### src/rtl/mrs_pkg.sv
package mrs_pkg;

    localparam int RATE_W = 3;

    localparam logic [RATE_W-1:0] RATE_EVERY = 3'b001;
    localparam logic [RATE_W-1:0] RATE_MID   = 3'b010;
    localparam logic [RATE_W-1:0] RATE_LONG  = 3'b100;

    typedef enum logic [1:0] {
        SEL_ONE  = 2'd0,
        SEL_MID  = 2'd1,
        SEL_LONG = 2'd2
    } intv_sel_e;

    typedef struct packed {
        logic [RATE_W-1:0] rate;
        logic              key_reseed;
        logic              freeze;
        logic              locked;
    } aux_cfg_t;

    function automatic logic rate_is_valid(logic [RATE_W-1:0] r);
        return (r == RATE_EVERY) || (r == RATE_MID) || (r == RATE_LONG);
    endfunction

    function automatic intv_sel_e rate_decode(logic [RATE_W-1:0] r);
        intv_sel_e s;
        case (r)
            RATE_EVERY: s = SEL_ONE;
            RATE_MID:   s = SEL_MID;
            default:    s = SEL_LONG;
        endcase
        return s;
    endfunction

endpackage

### src/rtl/mrs_aux_regs.sv
module mrs_aux_regs
    import mrs_pkg::*;
(
    input  logic              clk,
    input  logic              rst,
    input  logic              we,
    input  logic [RATE_W-1:0] rate_in,
    input  logic              key_reseed_in,
    input  logic              freeze_in,
    input  logic              lock_in,
    output aux_cfg_t          cfg
);

    aux_cfg_t cfg_q;

    always_ff @(posedge clk) begin
        if (rst) begin
            cfg_q.rate       <= RATE_EVERY;
            cfg_q.key_reseed <= 1'b0;
            cfg_q.freeze     <= 1'b0;
            cfg_q.locked     <= 1'b0;
        end else if (we) begin
            cfg_q.rate <= rate_in;
            if (!cfg_q.locked) begin
                cfg_q.key_reseed <= key_reseed_in;
                cfg_q.freeze     <= freeze_in;
            end
            cfg_q.locked <= cfg_q.locked | lock_in;
        end
    end

    assign cfg = cfg_q;


    lock_sticky_chk: assert property (@(posedge clk) disable iff (rst)
        cfg_q.locked |=> cfg_q.locked);


    lock_freeze_chk: assert property (@(posedge clk) disable iff (rst)
        cfg_q.locked |=> ($stable(cfg_q.key_reseed) && $stable(cfg_q.freeze)));

endmodule

### src/rtl/mrs_block_counter.sv
module mrs_block_counter
    import mrs_pkg::*;
#(
    parameter int INTV_MID  = 64,
    parameter int INTV_LONG = 8192
) (
    input  logic      clk,
    input  logic      rst,
    input  intv_sel_e sel,
    input  logic      tick,
    input  logic      clr_cfg,
    input  logic      clr_trig,
    output logic      hit
);

    localparam int CNT_W = (INTV_LONG > 1) ? $clog2(INTV_LONG) : 1;
    localparam logic [CNT_W:0] LIM_ONE  = (CNT_W+1)'(1);
    localparam logic [CNT_W:0] LIM_MID  = (CNT_W+1)'(INTV_MID);
    localparam logic [CNT_W:0] LIM_LONG = (CNT_W+1)'(INTV_LONG);

    logic [CNT_W-1:0] cnt_q;
    logic [CNT_W:0]   limit;

    always_comb begin
        case (sel)
            SEL_ONE: limit = LIM_ONE;
            SEL_MID: limit = LIM_MID;
            default: limit = LIM_LONG;
        endcase
    end

    assign hit = tick && !clr_cfg && ({1'b0, cnt_q} == (limit - 1'b1));

    always_ff @(posedge clk) begin
        if (rst || clr_cfg || clr_trig || hit) begin
            cnt_q <= '0;
        end else if (tick) begin
            cnt_q <= cnt_q + 1'b1;
        end
    end


    cnt_bound_chk: assert property (@(posedge clk) disable iff (rst)
        {1'b0, cnt_q} < limit);


    cnt_clear_chk: assert property (@(posedge clk) disable iff (rst)
        (clr_cfg || clr_trig) |=> (cnt_q == '0));

endmodule

### src/rtl/mrs_req_ctrl.sv
module mrs_req_ctrl (
    input  logic clk,
    input  logic rst,
    input  logic trig_rate,
    input  logic trig_sw,
    input  logic trig_key,
    input  logic ack,
    output logic req,
    output logic clr_also
);

    logic any_trig;
    logic req_q;
    logic clr_q;

    assign any_trig = trig_rate | trig_sw | trig_key;

    always_ff @(posedge clk) begin
        if (rst) begin
            req_q <= 1'b0;
            clr_q <= 1'b0;
        end else if (req_q && ack) begin
            req_q <= any_trig;
            clr_q <= trig_key;
        end else begin
            req_q <= req_q | any_trig;
            clr_q <= clr_q | trig_key;
        end
    end

    assign req      = req_q;
    assign clr_also = clr_q;


    req_hold_chk: assert property (@(posedge clk) disable iff (rst)
        (req_q && !ack) |=> req_q);


    req_drop_chk: assert property (@(posedge clk) disable iff (rst)
        (req_q && ack && !any_trig) |=> !req_q);


    clr_with_req_chk: assert property (@(posedge clk) disable iff (rst)
        clr_q |-> req_q);

endmodule

### src/rtl/mask_reseed_sched.sv
module mask_reseed_sched
    import mrs_pkg::*;
#(
    parameter int INTV_MID  = 64,
    parameter int INTV_LONG = 8192
) (
    input  logic       clk,
    input  logic       rst,
    input  logic       cfg_we,
    input  logic [2:0] cfg_rate,
    input  logic       cfg_key_reseed,
    input  logic       cfg_freeze,
    input  logic       cfg_lock,
    input  logic       block_done,
    input  logic       key_change,
    input  logic       sw_reseed,
    input  logic       ent_ack,
    output logic       ent_req,
    output logic       reseed_clear,
    output logic       reseed_busy,
    output logic       mask_step,
    output logic       rate_err,
    output logic       key_reseed_en,
    output logic       masks_frozen,
    output logic       aux_locked
);

    aux_cfg_t cfg;
    logic     trig_key;
    logic     trig_rate;

    mrs_aux_regs u_aux (
        .clk           (clk),
        .rst           (rst),
        .we            (cfg_we),
        .rate_in       (cfg_rate),
        .key_reseed_in (cfg_key_reseed),
        .freeze_in     (cfg_freeze),
        .lock_in       (cfg_lock),
        .cfg           (cfg)
    );

    assign trig_key = key_change & cfg.key_reseed;

    mrs_block_counter #(
        .INTV_MID  (INTV_MID),
        .INTV_LONG (INTV_LONG)
    ) u_cnt (
        .clk      (clk),
        .rst      (rst),
        .sel      (rate_decode(cfg.rate)),
        .tick     (block_done),
        .clr_cfg  (cfg_we),
        .clr_trig (sw_reseed | trig_key),
        .hit      (trig_rate)
    );

    mrs_req_ctrl u_req (
        .clk       (clk),
        .rst       (rst),
        .trig_rate (trig_rate),
        .trig_sw   (sw_reseed),
        .trig_key  (trig_key),
        .ack       (ent_ack),
        .req       (ent_req),
        .clr_also  (reseed_clear)
    );

    assign reseed_busy   = ent_req;
    assign mask_step     = block_done & ~cfg.freeze;
    assign rate_err      = ~rate_is_valid(cfg.rate);
    assign key_reseed_en = cfg.key_reseed;
    assign masks_frozen  = cfg.freeze;
    assign aux_locked    = cfg.locked;


    sw_req_chk: assert property (@(posedge clk) disable iff (rst)
        sw_reseed |=> ent_req);


    frozen_no_step_chk: assert property (@(posedge clk) disable iff (rst)
        masks_frozen |-> !mask_step);

endmodule

### config.mk
export PLATFORM = sky130hd
export DESIGN_NAME = mask_reseed_sched
export DESIGN_NICKNAME = d
export VERILOG_FILES = /design/src/rtl/mrs_pkg.sv /design/src/rtl/mrs_aux_regs.sv /design/src/rtl/mrs_block_counter.sv /design/src/rtl/mrs_req_ctrl.sv /design/src/rtl/mask_reseed_sched.sv
export SDC_FILE = /design/constraint.sdc
export NUM_CORES = 1
export LEC_CHECK = 0
export BUFFER_PORTS_ARGS = -buffer_cell sky130_fd_sc_hd__buf_4
export CAP_MARGIN = 20
export CORE_MARGIN = 10
export CORE_UTILIZATION = 45
export CTS_CLUSTER_SIZE = 10
export DETAILED_ROUTE_END_ITERATION = 8
export PLACE_DENSITY = 0.67
export SYNTH_ARGS = -nofsm -noshare
export SYNTH_HDL_FRONTEND = slang
export SYNTH_HIERARCHICAL = 1
export SYNTH_SLANG_ARGS = --single-unit
### constraint.sdc
create_clock -name clk -period 2.65 [get_ports clk]
set_input_delay 0.53 -clock clk [delete_from_list [all_inputs] [get_ports clk]]
set_output_delay 0.53 -clock clk [all_outputs]
set_load 0.1 [all_outputs]
==> results.yml, run 1 <==
outcome:
  status: "completed"
clock_tree:
  cts-root-buf: "clkbuf_4"
  clk_pin_slew_ns: 0.12
  tritoncts: "yes"
  cts_inserted_buffers: 3
  cts_sinks: 21
  cts_resized: 0
  cts_setup_buffers: 0
  cts_buffer_depth: 2
  cts_hold_buf: 0
  worst_skew_pair.late_latency_ns: 0.31
  h-tree-depth: 1
timing:
  tightest_slew_ns: 0.453
  hold_slack_ns: 0.416
  hold_violations: 0
  fin_crit_sh: 0.873
  max_freq_mhz: 432
  rsz0062_at_grt: "false"
  period_minus_slack_ns: 2.31
  slew_viol_final: 0
  setup_ws_ns: 0.336
  finalSetupTns_ns: 0
  slew_headroom: 0.698
  setup-violations-final: 0
  fin_worst_skew_ns: 0.00291
setup_path:
  critPathKind: "reg -> reg"
  timing.rr.end: "u_cnt/cnt_q[1]"
  critPathArrivalTime_ns: 2.51
  cp-start-kind: "flop"
  endpoint_kind: "flop"
  reg2reg_from: "u_aux/cfg[3]"
  crit_required_ns: 2.85
  r2r_cells: 9
  crit_fanout: 8
  r2r_setup_slack_ns: 0.34
power_and_ir_drop:
  p_clk_frac: 0.245
  vdd_drop_max_mv: 0.303
  p_leak_nw: 0.483
  sequentialPowerShare: 0.506
  comb_power_share: 0.248
  power.total_mw: 0.659
  internal_power_mw: 0.436
  netSwitchingFraction: 0.338
  switchingPower_mw: 0.223
  power.density_nw_per_um2: 509
routing:
  wl_um: 2340
  avgViaCountPerCell: 5.37
  postRouteAntennaNets: 0
  wire_per_inst_um: 13.8
  drtIter0Drc: 29
  vias: 908
  remaining_drc_errors: 0
  drtPass1Iterations: 4
die:
  rows: 18
  coreArea_um2: 2430
  fp.dieH_um: 69.9
  dieArea_um2: 4880
  initial_core_util: 0.460
  ios: 21
  die_w_um: 69.9
cells_and_area:
  fin_cells: 169
  utilization: 0.532
  layout_common_cells: "buf_4 (21), dfxtp_1 (21), nor3_1 (14)"
  antenna_cells: 0
  area_growth_pct: 15.8
  fin_nets: 155
  drive_gt1_frac: 0.245
  stdcell_area_um2: 1290
  fillCellCount: 228
synthesis:
  synth_area_leaders: "dfxtp_1 (38%), xnor2_1 (7.0%), nor3_1 (6.3%)"
  post_synth.cell_area_avg_um2: 9.40
  synth_cell_types: 36
  yosys_warnings: 6
  netlist_area_um2: 1120
  synth_top_area_frac: 0.376
  ys.flop_type: "dfxtp_1"
  yosysTopAreaCell: "dfxtp_1"
  ys_async_sr_fraction: 0
  syn_inst: 119
  yosysSeqAreaShare: 0.376
  synthesis.nets: 134
  synth_edf_count: 0
  synth_seq_cells: 21
job:
  max-cap-violations: 0
place:
  gp_congestion: 0.827
  dp_slack_ns: 0.350
  dp_hpwl_um: 1790
  dp.cells: 165
  postPlaceCellArea_um2: 1270
  io_buffers: 20
global_route:
  grt_first_pass_wirelength_um: 4010
  grt_max_degree: 14
  grt_overflow: 0
  antenna_found_initial: 0
  track_usage: 0.0963
  grt_pass1_vias: 916
worst_hold_path:
  hold_end: "u_aux/cfg[3]"
  hold_start: "cfg_rate[0]"
  hold_class: "in -> reg"
  hold_path_depth: 2
==> synth_stat cells, types with 2 or more instances <==
cell,instances
nor3_1,14
xnor2_1,9
nor2_1,7
nor4_1,4
buf_4,2
xor2_1,6
nand4_1,5
or3_1,2
ha_1,2
nand2_1,5
nand3_1,2
inv_1,2
o21ai_0,2
nand4bb_1,2
a21oi_1,3
o21ai_2,2
dfxtp_1,21
buf_6,3
mux2i_1,4
or2_1,2
nand2b_1,5
==> power by group through the flow <==
stage	combinational (mW)	sequential [mW]	clock, mW
floorplan	0.0957	0.374	0
global placement	0.163	0.340	0
detailed placement	0.164	0.340	0
CTS	0.165	0.333	0.164
global route	0.173	0.336	0.178
finish	0.164	0.333	0.161
==> cell type report <==
class	instances	area (um2)	share of cell area
multi-input combinational	91	644	0.498
sequential	21	420	0.325
timing repair buffer	21	158	0.122
tap	30	37.5	0.0290
clock buffer	3	22.5	0.0174
inverter	2	7.51	0.00580
clock inverter	1	5.00	0.00386
==> routing by layer <==
| metal | part of all wire | up-vias | GRT usage |
|---|---|---|---|
| met4 | 0.021 | 0 | 0.0526 |
| met2 | 0.43 | 21 | 0.142 |
| met3 | 0.048 | 5 | 0.0268 |
| met1 | 0.50 | 420 | 0.122 |
| li1 | - | 462 | - |
| met5 | 0 | - | 0 |
==> logic make-up after synthesis <==
group	share of synthesized area
AO/OA/AOI/OAI	0.0738
AND/OR/NAND/NOR	0.314
XOR/XNOR	0.117
buffers and inverters	0.0503
flip-flops	0.376
multiplexers	0.0459
adder cells (fa/ha/maj)	0.0224
==> flip-flops by register name, summed over array words and instances, names as in the netlist <==
signal / cells
u_aux/cfg: 6
u_req/clr_also: 1
u_req/req: 1
u_cnt/cnt_q: 13
==> critical path, stage by stage, from the launching register on <==
cell and delay, ns:
dfxtp_1 0.43, xor2_1 0.17, nand2b_1 0.07, or2_1 0.27, ha_1 0.30, xor2_1 0.15
nand4b_1 0.16, nor4b_4 0.35, buf_4 0.23, nor3_1 0.06
==> worst max path at each step <==
stage	from	end	slack, ns	depth (start not counted)
3_5_place_dp	u_aux/cfg[3]	u_cnt/cnt_q[1]	0.35	9
5_1_grt	u_aux/cfg[3]	u_cnt/cnt_q[11]	0.11	9
2_1_floorplan	u_aux/cfg[3]	rate_err	0.28	2
4_1_cts	u_aux/cfg[3]	u_cnt/cnt_q[1]	0.32	9
3_3_place_gp	u_aux/cfg[3]	u_cnt/cnt_q[11]	0.42	9
6_report	u_aux/cfg[3]	u_cnt/cnt_q[1]	0.34	9
Power figures use the tool's default switching activity.
==> inputs of run 2 (changes only) <==
--- a/config.mk
+++ b/config.mk
@@ -5,13 +5,14 @@
 export SDC_FILE = /design/constraint.sdc
 export NUM_CORES = 1
 export LEC_CHECK = 0
+export ABC_AREA = 1
 export BUFFER_PORTS_ARGS = -buffer_cell sky130_fd_sc_hd__buf_4
 export CAP_MARGIN = 20
-export CORE_MARGIN = 10
+export CORE_MARGIN = 5
 export CORE_UTILIZATION = 45
 export CTS_CLUSTER_SIZE = 10
 export DETAILED_ROUTE_END_ITERATION = 8
-export PLACE_DENSITY = 0.67
+export PLACE_DENSITY = 0.66
 export SYNTH_ARGS = -nofsm -noshare
 export SYNTH_HDL_FRONTEND = slang
 export SYNTH_HIERARCHICAL = 1
==> run 2 against run 1 <==
Die area down 20%. Setup slack better by 0.0033 ns. Routed wire length up 2.2%. Flip-flop and latch count unchanged. Non-clock buffer count down 1. Total power up 1.0%. Maximum frequency up 0.14%. Combinational power up 11%. Critical path depth up 5. Core utilization down 0.38 points. Register-to-register slack about the same.
==> results.yml, run 2 <==
synthesis:
  synth_top_area_frac: 0.341
  yosysSeqAreaShare: 0.341
  synthMostInstantiatedCell: "nand2_1"
  synth_edf_count: 0
  synth_cell_types: 23
  netlist_area_um2: 1230
  post_synth.cell_area_avg_um2: 6.81
  ys_async_sr_fraction: 0
  synthesis.nets: 196
  yosys_warnings: 6
  ys.flop_type: "dfxtp_1"
  synth_area_leaders: "dfxtp_1 (34%), nand2_1 (10%), inv_1 (8.5%)"
  syn_inst: 181
  netlist_top_cells_count: "nand2_1 (34), inv_1 (28), nor2_1 (25)"
  synth_seq_cells: 21
  yosysTopAreaCell: "dfxtp_1"
cells_and_area:
  layout_common_cells: "nand2_1 (34), inv_1 (28), nor2_1 (25)"
  antenna_cells: 0
  regMostFlops: "u_cnt/cnt_q"
  layout_commonest_cell: "nand2_1"
  fin_nets: 218
  fin_cells: 233
  largest_reg_flops: 13
  drive_gt1_frac: 0.262
  area_growth_pct: 15.2
timing:
  fin_crit_sh: 0.872
  tightest_slew_ns: 0.508
  fin_worst_skew_ns: 0.00371
  rsz0062_at_grt: "false"
  setup-violations-final: 0
  hold_slack_ns: 0.415
  period_minus_slack_ns: 2.31
  max_freq_mhz: 433
  slew_headroom: 0.660
  hold_violations: 0
  slew_viol_final: 0
  finalSetupTns_ns: 0
clock_tree:
  tritoncts: "yes"
  cts_buffer_depth: 2
  cts_hold_buf: 0
  h-tree-depth: 1
  cts_sinks: 21
  clk_pin_slew_ns: 0.11
  cts_setup_buffers: 0
  cts-root-buf: "clkbuf_4"
  cts_inserted_buffers: 3
  cts_resized: 0
  worst_skew_pair.late_latency_ns: 0.29
routing:
  wl_um: 2390
  vias: 1087
  remaining_drc_errors: 0
  drtPass1Iterations: 4
  drtIter0Drc: 41
  avgViaCountPerCell: 4.67
  wire_per_inst_um: 10.2
  postRouteAntennaNets: 0
outcome:
  status: "completed"
setup_path:
  cp-start-kind: "flop"
  critPathArrivalTime_ns: 2.49
  r2r_cells: 14
  timing.rr.end: "u_cnt/cnt_q[7]"
  crit_required_ns: 2.83
  critPathKind: "reg -> reg"
  crit_fanout: 13
  endpoint_kind: "flop"
  r2r_setup_slack_ns: 0.34
  reg2reg_from: "u_aux/cfg[5]"
power_and_ir_drop:
  p_clk_frac: 0.226
  vdd_drop_max_mv: 0.353
  sequentialPowerShare: 0.501
  comb_power_share: 0.274
  switchingPower_mw: 0.231
  internal_power_mw: 0.434
  power.density_nw_per_um2: 468
  p_leak_nw: 0.634
  netSwitchingFraction: 0.347
global_route:
  grt_max_degree: 14
  grt_first_pass_wirelength_um: 4440
  grt_overflow: 0
  track_usage: 0.137
  antenna_found_initial: 0
  grt_pass1_vias: 1066
place:
  dp_hpwl_um: 1930
  io_buffers: 20
  dp.cells: 229
  gp_congestion: 0.860
die:
  initial_core_util: 0.459
  rows: 19
  die_w_um: 62.3
  ios: 21
  fp.dieH_um: 62.3
  coreArea_um2: 2690
  dieArea_um2: 3890
job:
  max-cap-violations: 0
worst_hold_path:
  hold_path_depth: 2
  hold_start: "rst"
  hold_class: "in -> reg"
  hold_end: "u_aux/cfg[0]"
run 2: cell types whose count changed in the layout (fill, tap and decap cells not counted), sizes merged, moves of 3 or more:
cell,before,now
nor2b,3,0
nand3,2,16
nor3,14,3
nor2,7,40
inv,2,33
mux2i,4,1
nand2,5,41
xnor2,9,3
nor4,4,0
nand2b,5,0
run 2: cells by family (layout without fill, tap and decap cells):
| logic type | Yosys count | after routing | share of synthesized area |
|---|---|---|---|
| XOR/XNOR | 10 | 10 | 0.0711 |
| adder cells (fa/ha/maj) | 2 | 2 | 0.0203 |
| AO/OA/AOI/OAI | 7 | 7 | 0.0396 |
| multiplexers | 1 | 1 | 0.00812 |
| flip-flops | 21 | 21 | 0.341 |
| AND/OR/NAND/NOR | 104 | 104 | 0.397 |
| buffers and inverters | 36 | 57 | 0.123 |
run 2: area by class of cell:
class	instances	area (um2)
Inverter	33	124
Fill cell	263	1270
Tap cell	31	38.8
Multi-Input combinational cell	124	661
Sequential cell	21	420
Clock buffer	4	26.3
Timing Repair Buffer	20	150
run 2: routing by layer:
layer	part of all wire	wire length, um	vias up	GRT usage
met3	0.036	85	2	0.0324
met2	0.49	1180	16	0.224
met1	0.46	1100	481	0.174
met5	0	0	-	0
li1	-	-	588	-
met4	0.0080	19	0	0.0477
run 2: metrics by stage:
step                setup WS, ns  power (mW)   util  instance area, um2
global placement           0.490       0.518  0.519                1390
global route               0.104       0.712  0.529                1420
finish                     0.339       0.665  0.529                1420
CTS                        0.353       0.676  0.529                1420
detailed placement         0.372       0.522  0.519                1390
floorplan                 0.0614       0.482      -                1230
run 2: critical path: stages (launching register included):
cell and delay (ns):
dfxtp_1 0.33, inv_1 0.10, nand3_2 0.10, nand2_2 0.09, inv_1 0.05, nor2_1 0.21, inv_1 0.12, ha_1 0.31
inv_1 0.05, nand2_1 0.08, nand3_1 0.07, nor2_1 0.11, nand2_2 0.07, o21ai_4 0.42, nor2_1 0.08
run 2: worst max path at each step:
| stage | start | slack (ns) | end | depth (start not counted) |
|---|---|---|---|---|
| floorplan | u_aux/cfg[1] | 0.06 | mask_step | 1 |
| global placement | u_aux/cfg[5] | 0.49 | u_cnt/cnt_q[8] | 13 |
| detailed placement | u_aux/cfg[5] | 0.37 | u_cnt/cnt_q[8] | 13 |
| CTS | u_aux/cfg[5] | 0.35 | u_cnt/cnt_q[6] | 14 |
| global route | u_aux/cfg[5] | 0.10 | u_cnt/cnt_q[7] | 14 |
| finish | u_aux/cfg[5] | 0.34 | u_cnt/cnt_q[7] | 14 |
run 2: power by group through the flow:
stage | registers [mW] | clock network [mW] | logic [mW]
finish | 0.333 | 0.150 | 0.182
CTS | 0.333 | 0.161 | 0.182
global route | 0.335 | 0.182 | 0.195
global placement | 0.340 | 0 | 0.179
detailed placement | 0.340 | 0 | 0.182
floorplan | 0.379 | 0 | 0.102
